$ cat src/rtl/cfd_pkg.sv
package cfd_pkg;

    // Threshold controller states
    typedef enum logic [1:0] {
        LV_QUIET = 2'd0,
        LV_RECV  = 2'd1,
        LV_SEND  = 2'd2
    } lvl_state_e;

    // Configuration word bit positions (behavioural: software encodes these)
    localparam int unsigned CFG_W        = 16;
    localparam int unsigned CFG_RX_EN    = 15;
    localparam int unsigned CFG_HI_LSB   = 8;
    localparam int unsigned CFG_TX_EN    = 7;
    localparam int unsigned CFG_LO_LSB   = 0;

endpackage

$ cat src/rtl/cfd_store.sv
// Circular word store: read pointer plus occupancy count. DEPTH must be a power of two.
module cfd_store #(
    parameter int unsigned DATA_W = 16,
    parameter int unsigned DEPTH  = 32,
    parameter int unsigned PTR_W  = $clog2(DEPTH),
    parameter int unsigned CNT_W  = PTR_W + 1
) (
    input  logic              clk,
    input  logic              rst_n,
    input  logic              push,
    input  logic [DATA_W-1:0] wdata,
    input  logic              pop,
    output logic [DATA_W-1:0] rdata,
    output logic [CNT_W-1:0]  count,
    output logic [CNT_W-1:0]  count_nxt,
    output logic              underrun
);

    localparam logic [CNT_W-1:0] FULL_CNT = CNT_W'(DEPTH);

    logic [DATA_W-1:0] mem [DEPTH];
    logic [PTR_W-1:0]  rd_ptr_q;
    logic [PTR_W-1:0]  wr_ptr;
    logic [CNT_W-1:0]  count_q;
    logic              do_push;
    logic              do_pop;
    logic              underrun_q;

    always_comb begin
        do_push = push && (count_q != FULL_CNT);
        do_pop  = pop && (count_q != '0);
        wr_ptr  = rd_ptr_q + count_q[PTR_W-1:0];
        unique case ({do_push, do_pop})
            2'b10:   count_nxt = count_q + CNT_W'(1);
            2'b01:   count_nxt = count_q - CNT_W'(1);
            default: count_nxt = count_q;
        endcase
    end

    always_ff @(posedge clk) begin
        if (do_push) begin
            mem[wr_ptr] <= wdata;
        end
    end

    always_ff @(posedge clk or negedge rst_n) begin
        if (!rst_n) begin
            rd_ptr_q   <= '0;
            count_q    <= '0;
            underrun_q <= 1'b0;
        end else begin
            count_q    <= count_nxt;
            underrun_q <= pop && (count_q == '0);
            if (do_pop) begin
                rd_ptr_q <= rd_ptr_q + PTR_W'(1);
            end
        end
    end

    assign rdata    = mem[rd_ptr_q];
    assign count    = count_q;
    assign underrun = underrun_q;

endmodule

$ cat src/rtl/cfd_level_fsm.sv
// Picks the threshold in force and steers a crossing to a DMA request or a flag.
module cfd_level_fsm
    import cfd_pkg::*;
#(
    parameter int unsigned THR_W = 5,
    parameter int unsigned CNT_W = THR_W + 1
) (
    input  logic             clk,
    input  logic             rst_n,
    input  logic             xfer_active,
    input  logic             xfer_dir,
    input  logic [CNT_W-1:0] level_nxt,
    input  logic [CNT_W-1:0] level,
    input  logic             rx_dma_en,
    input  logic [THR_W-1:0] hi_lvl,
    input  logic             tx_dma_en,
    input  logic [THR_W-1:0] lo_lvl,
    output logic             rx_dma_req,
    output logic             rx_flag,
    output logic             tx_dma_req,
    output logic             tx_flag
);

    lvl_state_e state_q;
    lvl_state_e state_d;
    logic       above_hi;
    logic       below_lo;

    always_comb begin
        if (!xfer_active && (level_nxt == '0)) begin
            state_d = LV_QUIET;
        end else if (xfer_dir) begin
            state_d = LV_RECV;
        end else begin
            state_d = LV_SEND;
        end
    end

    always_ff @(posedge clk or negedge rst_n) begin
        if (!rst_n) begin
            state_q <= LV_QUIET;
        end else begin
            state_q <= state_d;
        end
    end

    assign above_hi = level > CNT_W'(hi_lvl);
    assign below_lo = level < CNT_W'(lo_lvl);

    always_comb begin
        rx_dma_req = 1'b0;
        rx_flag    = 1'b0;
        tx_dma_req = 1'b0;
        tx_flag    = 1'b0;
        unique case (state_q)
            LV_QUIET: ;
            LV_RECV: begin
                rx_dma_req = above_hi && rx_dma_en;
                rx_flag    = above_hi && !rx_dma_en;
            end
            LV_SEND: begin
                tx_dma_req = below_lo && tx_dma_en;
                tx_flag    = below_lo && !tx_dma_en;
            end
            default: ;
        endcase
    end

endmodule

$ cat src/rtl/card_fifo_dma.sv
module card_fifo_dma
    import cfd_pkg::*;
#(
    parameter int unsigned DATA_W = 16,
    parameter int unsigned DEPTH  = 32,
    localparam int unsigned PTR_W = $clog2(DEPTH),
    localparam int unsigned CNT_W = PTR_W + 1
) (
    input  logic              clk,
    input  logic              rst_n,
    input  logic              xfer_active,
    input  logic              xfer_dir,
    input  logic              cfg_we,
    input  logic [CFG_W-1:0]  cfg_wdata,
    output logic [CFG_W-1:0]  cfg_rdata,
    input  logic              reg_push,
    input  logic              reg_pop,
    input  logic [DATA_W-1:0] reg_wdata,
    input  logic              card_push,
    input  logic              card_pop,
    input  logic [DATA_W-1:0] card_wdata,
    output logic [DATA_W-1:0] fifo_rdata,
    output logic [CNT_W-1:0]  level,
    output logic              underrun,
    output logic              rx_dma_req,
    output logic              rx_flag,
    output logic              tx_dma_req,
    output logic              tx_flag
);

    logic              rx_en_q;
    logic              tx_en_q;
    logic [PTR_W-1:0]  hi_q;
    logic [PTR_W-1:0]  lo_q;
    logic              push_sel;
    logic              pop_sel;
    logic [DATA_W-1:0] wdata_sel;
    logic [CNT_W-1:0]  level_nxt;

    // Configuration register
    always_ff @(posedge clk or negedge rst_n) begin
        if (!rst_n) begin
            rx_en_q <= 1'b0;
            tx_en_q <= 1'b0;
            hi_q    <= '1;
            lo_q    <= '0;
        end else if (cfg_we) begin
            rx_en_q <= cfg_wdata[CFG_RX_EN];
            tx_en_q <= cfg_wdata[CFG_TX_EN];
            hi_q    <= cfg_wdata[CFG_HI_LSB +: PTR_W];
            lo_q    <= cfg_wdata[CFG_LO_LSB +: PTR_W];
        end
    end

    always_comb begin
        cfg_rdata                        = '0;
        cfg_rdata[CFG_RX_EN]             = rx_en_q;
        cfg_rdata[CFG_TX_EN]             = tx_en_q;
        cfg_rdata[CFG_HI_LSB +: PTR_W]   = hi_q;
        cfg_rdata[CFG_LO_LSB +: PTR_W]   = lo_q;
    end

    // Direction routing: receive = card writes, registers read
    assign push_sel  = xfer_dir ? card_push  : reg_push;
    assign pop_sel   = xfer_dir ? reg_pop    : card_pop;
    assign wdata_sel = xfer_dir ? card_wdata : reg_wdata;

    cfd_store #(
        .DATA_W (DATA_W),
        .DEPTH  (DEPTH)
    ) u_store (
        .clk       (clk),
        .rst_n     (rst_n),
        .push      (push_sel),
        .wdata     (wdata_sel),
        .pop       (pop_sel),
        .rdata     (fifo_rdata),
        .count     (level),
        .count_nxt (level_nxt),
        .underrun  (underrun)
    );

    cfd_level_fsm #(
        .THR_W (PTR_W),
        .CNT_W (CNT_W)
    ) u_fsm (
        .clk         (clk),
        .rst_n       (rst_n),
        .xfer_active (xfer_active),
        .xfer_dir    (xfer_dir),
        .level_nxt   (level_nxt),
        .level       (level),
        .rx_dma_en   (rx_en_q),
        .hi_lvl      (hi_q),
        .tx_dma_en   (tx_en_q),
        .lo_lvl      (lo_q),
        .rx_dma_req  (rx_dma_req),
        .rx_flag     (rx_flag),
        .tx_dma_req  (tx_dma_req),
        .tx_flag     (tx_flag)
    );

endmodule


$ cat config.mk
export PLATFORM = sky130hd
export DESIGN_NAME = card_fifo_dma
export DESIGN_NICKNAME = d
export VERILOG_FILES = /design/src/rtl/cfd_pkg.sv /design/src/rtl/cfd_store.sv /design/src/rtl/cfd_level_fsm.sv /design/src/rtl/card_fifo_dma.sv
export SDC_FILE = /design/constraint.sdc
export NUM_CORES = 1
export LEC_CHECK = 0
export ABC_AREA = 1
export ABC_CLOCK_PERIOD_IN_PS = 3700
export BUFFER_PORTS_ARGS = -buffer_cell sky130_fd_sc_hd__buf_4
export CORE_MARGIN = 2
export CORE_UTILIZATION = 55
export DETAILED_ROUTE_END_ITERATION = 8
export PLACE_DENSITY = 0.82
export SLEW_MARGIN = 10
export SYNTH_ARGS = -nofsm -noshare
export SYNTH_HDL_FRONTEND = slang
export SYNTH_SLANG_ARGS = --single-unit
$ cat constraint.sdc
create_clock -name clk -period 3.7 [get_ports clk]
set_clock_uncertainty 0.2 [all_clocks]
set_input_delay 0.555 -clock clk [delete_from_list [all_inputs] [get_ports clk]]
set_output_delay 0.555 -clock clk [all_outputs]
set_load 0.02 [all_outputs]
==> impl_metrics.env <==
export IMPL_crit_arrival_ns=2.95
export IMPL_hold_ws_ns=0.0149
export IMPL_yosys_warnings=0
export IMPL_die_area_sq_mm=0.0418
export IMPL_critPathCaptureType="output pin"
export IMPL_r2r_start="u_store.rd_ptr_q[0]$_DFFE_PN0P_"
export IMPL_grt_pass1_vias=15100
export IMPL_netlist_area_sq_mm=0.0221
export IMPL_post_dp_hpwl_mm=32.5
export IMPL_fp_coreArea_sq_mm=0.0396
export IMPL_rsz0062_at_grt="yes"
export IMPL_dpl_worst_slack_ns=0.435
export IMPL_seqPwrFrac_pct=37.1
export IMPL_crit_fanout=38
export IMPL_drt_vias_per_instance=6.31
export IMPL_critPathSlowestCell="dfrtp_4"
export IMPL_cp_num_buf_inv=4
export IMPL_reg2reg_depth=6
export IMPL_insertion_delay_ns=0.57
export IMPL_grt_antenna_before_repair=2
export IMPL_fin_util_pct=64.2
export IMPL_core_rowCount=73
export IMPL_switchingPower_mw=8.83
export IMPL_cp_top_family="buffers and inverters"
export IMPL_period_needed_ns=3.71
export IMPL_hp_start="cfg_wdata[9]"
export IMPL_drt_pass1_iter_count=6
export IMPL_setup_violations=1
export IMPL_routabilityCongestion=0.843
export IMPL_min_path_type="in2reg"
export IMPL_area_growth_synth_to_final_pct=15.2
export IMPL_crit_start="u_store.rd_ptr_q[0]$_DFFE_PN0P_"
export IMPL_syn_inst=1815
export IMPL_status="finished, violations left"
export IMPL_slew_viol_final=0
export IMPL_yosysUniqueCellTypes=38
export IMPL_cap_viol_max_count=0
export IMPL_placed_area_sq_mm=0.0237
export IMPL_clock_sinks=538
export IMPL_final_common_cell="edfxtp_1"
export IMPL_cts_tree="built"
export IMPL_dieWidth_um=204
export IMPL_wirelength_mm=58.2
export IMPL_htreeDepth=2
export IMPL_sw_frac_of_total_pct=40.2
export IMPL_fillerInstances=2717
export IMPL_min_path_cells=3
export IMPL_synth_seq_area_share_pct=72.6
export IMPL_grtUsageTotal_pct=27.8
export IMPL_cts_buffer_depth=3
export IMPL_layout_drive_gt1_share_pct=14.5
export IMPL_io_pins=100
export IMPL_combPwrFrac_pct=40.8
export IMPL_cellLeakagePower_nw=8.90
export IMPL_start_kind="register"
export IMPL_clock_power_share_pct=22.1
export IMPL_via_count=15800
export IMPL_avgSynthCellArea_sq_um=12.2
export IMPL_drtIter0Drc=2400
export IMPL_critical_path_cell_chain="inv_16 -> buf_4 -> buf_4 -> o21ai_0 -> o22ai_1 -> nor2_1 -> o22ai_2 -> nand2_1 -> nand2_2 -> buf_4"
export IMPL_p_int_mw=13.2
export IMPL_grt_overflow_total=0
export IMPL_path_clk_slew_ns=0.06
export IMPL_diodes=0
export IMPL_final_hold_viol_count=0
export IMPL_ys_ff_latch=538
export IMPL_design_area_sq_mm=0.0254
export IMPL_clockRootBuffer="clkbuf_16"
export IMPL_report_power_total_mw=22.0
export IMPL_tns_ns=-0.00733
export IMPL_layout_setup_ws_ns=-0.00733
export IMPL_dp_cells=2394
export IMPL_cts_made_buffers=50
export IMPL_slew_headroom_pct=24.8
export IMPL_hold_end="hi_q[1]$_DFFE_PN1P_"
export IMPL_fin_cells=2499
export IMPL_wl_per_cell_um=23.3
export IMPL_violations="negative setup slack"
export IMPL_portBuffers=91
export IMPL_cp_required_ns=2.94
export IMPL_path_common_cell="buf_4"
export IMPL_finalCritPeriodShare_pct=100
export IMPL_irDropWorstVdd_mv=0.648
export IMPL_path_class="reg2out"
export IMPL_grt_max_degree=103
export IMPL_start_util_pct=55.7
export IMPL_reg2reg_to="u_store.mem[18][11]$_DFFE_PP_"
export IMPL_final_cell_mix="512 x edfxtp_1, 377 x nor2_1, 308 x o21ai_0, 162 x nand2_1, 157 x buf_4"
export IMPL_r2r_slack_ns=0.28
export IMPL_drc=0
export IMPL_die_h_um=204
export IMPL_ant_nets=0
export IMPL_grt_pass1_wl_mm=86.6
export IMPL_worst_pin_slew_ns=1.12
export IMPL_final_nets=2008
export IMPL_slowest_delay_ns=0.60
export IMPL_max_freq_mhz=270
export IMPL_p_per_area_mw_per_mm2=864
## Yosys cell counts (all sizes together)
master,count,area share (%)
nand3,28,0.76
dfrtp,21,2.4
ha,16,0.91
a211oi,1,0.034
o21ai,325,7.4
nor4,1,0.028
clkinv,1,0.017
a21oi,7,0.16
conb,1,0.017
edfxtp,512,70
o32ai,9,0.36
dfstp,5,0.59
fa,1,0.091
clkbuf,82,1.4
buf,38,1.0
xor2,7,0.28
nand4,1,0.028
mux2,2,0.10
nand2,172,3.0
nor3,2,0.045
xnor2,3,0.12
o22ai,151,4.3
inv,46,0.79
o21bai,1,0.034
nor2,381,6.5
nand3b,1,0.034
## timing repair
action | CTS | global route
endpoints found under the hold margin | 34 | 0
setup buffers | 1 | 2
hold buffers | 9 | 0
gates cloned | 1 | 0
pin swaps | 0 | 1
resized for setup | 13 | 10
endpoints found under the setup margin | 16 | 13
## kinds of logic after synthesis
family / count (synthesis) / share of synthesized area, %
multiplexers: 2 / 0.102
adder cells (fa/ha/maj): 17 / 0.997
other: 1 / 0.0170
buffers and inverters: 167 / 3.22
XOR/XNOR: 10 / 0.397
flip-flops: 538 / 72.6
AND/OR/NAND/NOR: 586 / 10.4
AO/OA/AOI/OAI: 494 / 12.2
## worst register-to-register path: cells and delay by family, from the launching register on
kind,cells,cell delay (ns)
adders and majority gates,2,0.80
buffers and inverters,2,0.48
and+or+nand+nor,2,1.03
DFF,1,0.60
## final cells by class
cell class	count	area, sq um	area share (%)
sequential	538	16000	63.0
multi-input combinational	1113	5390	21.2
timing repair buffer	184	1610	6.34
clock buffer	63	1330	5.23
tap	525	657	2.58
clock inverter	29	213	0.836
inverter	47	198	0.777
## power groups by stage
stage,sequential [mW],clock [mW],combinational [mW]
2_1_floorplan,8.16,0,5.17
3_3_place_gp,8.21,0,8.01
3_5_place_dp,8.26,0,8.36
4_1_cts,8.15,4.87,8.63
5_1_grt,8.20,5.09,9.57
6_report,8.16,4.85,8.98
## worst max path at each step
| stage | endpoint | slack, ns | cells after the start |
|---|---|---|---|
| floorplan | u_store.mem[4][0]$_DFFE_PP_ | 0.63 | 9 |
| global route | fifo_rdata[12] | -0.08 | 8 |
| finish | fifo_rdata[13] | -0.007 | 10 |
| global placement | fifo_rdata[9] | 0.49 | 9 |
| CTS | fifo_rdata[13] | -0.02 | 10 |
| detailed placement | fifo_rdata[5] | 0.44 | 10 |
## sequential cells by signal (all words and copies together) (netlist names)
name / flops
hi_q: 5
lo_q: 5
rx_en_q: 1
tx_en_q: 1
u_fsm.state_q: 2
u_store.count: 6
u_store.mem: 512
u_store.rd_ptr_q: 5
u_store.underrun: 1
## metal layers
layer  vias up  track usage, %  share of wire [%]
li1       6825               -                  -
met4         0            11.3                3.8
met3       179            6.11                 14
met2      1210            44.5                 47
met1      7547            37.4                 35
met5         -               0                  0
No activity file was read; power rests on OpenSTA's default activity.
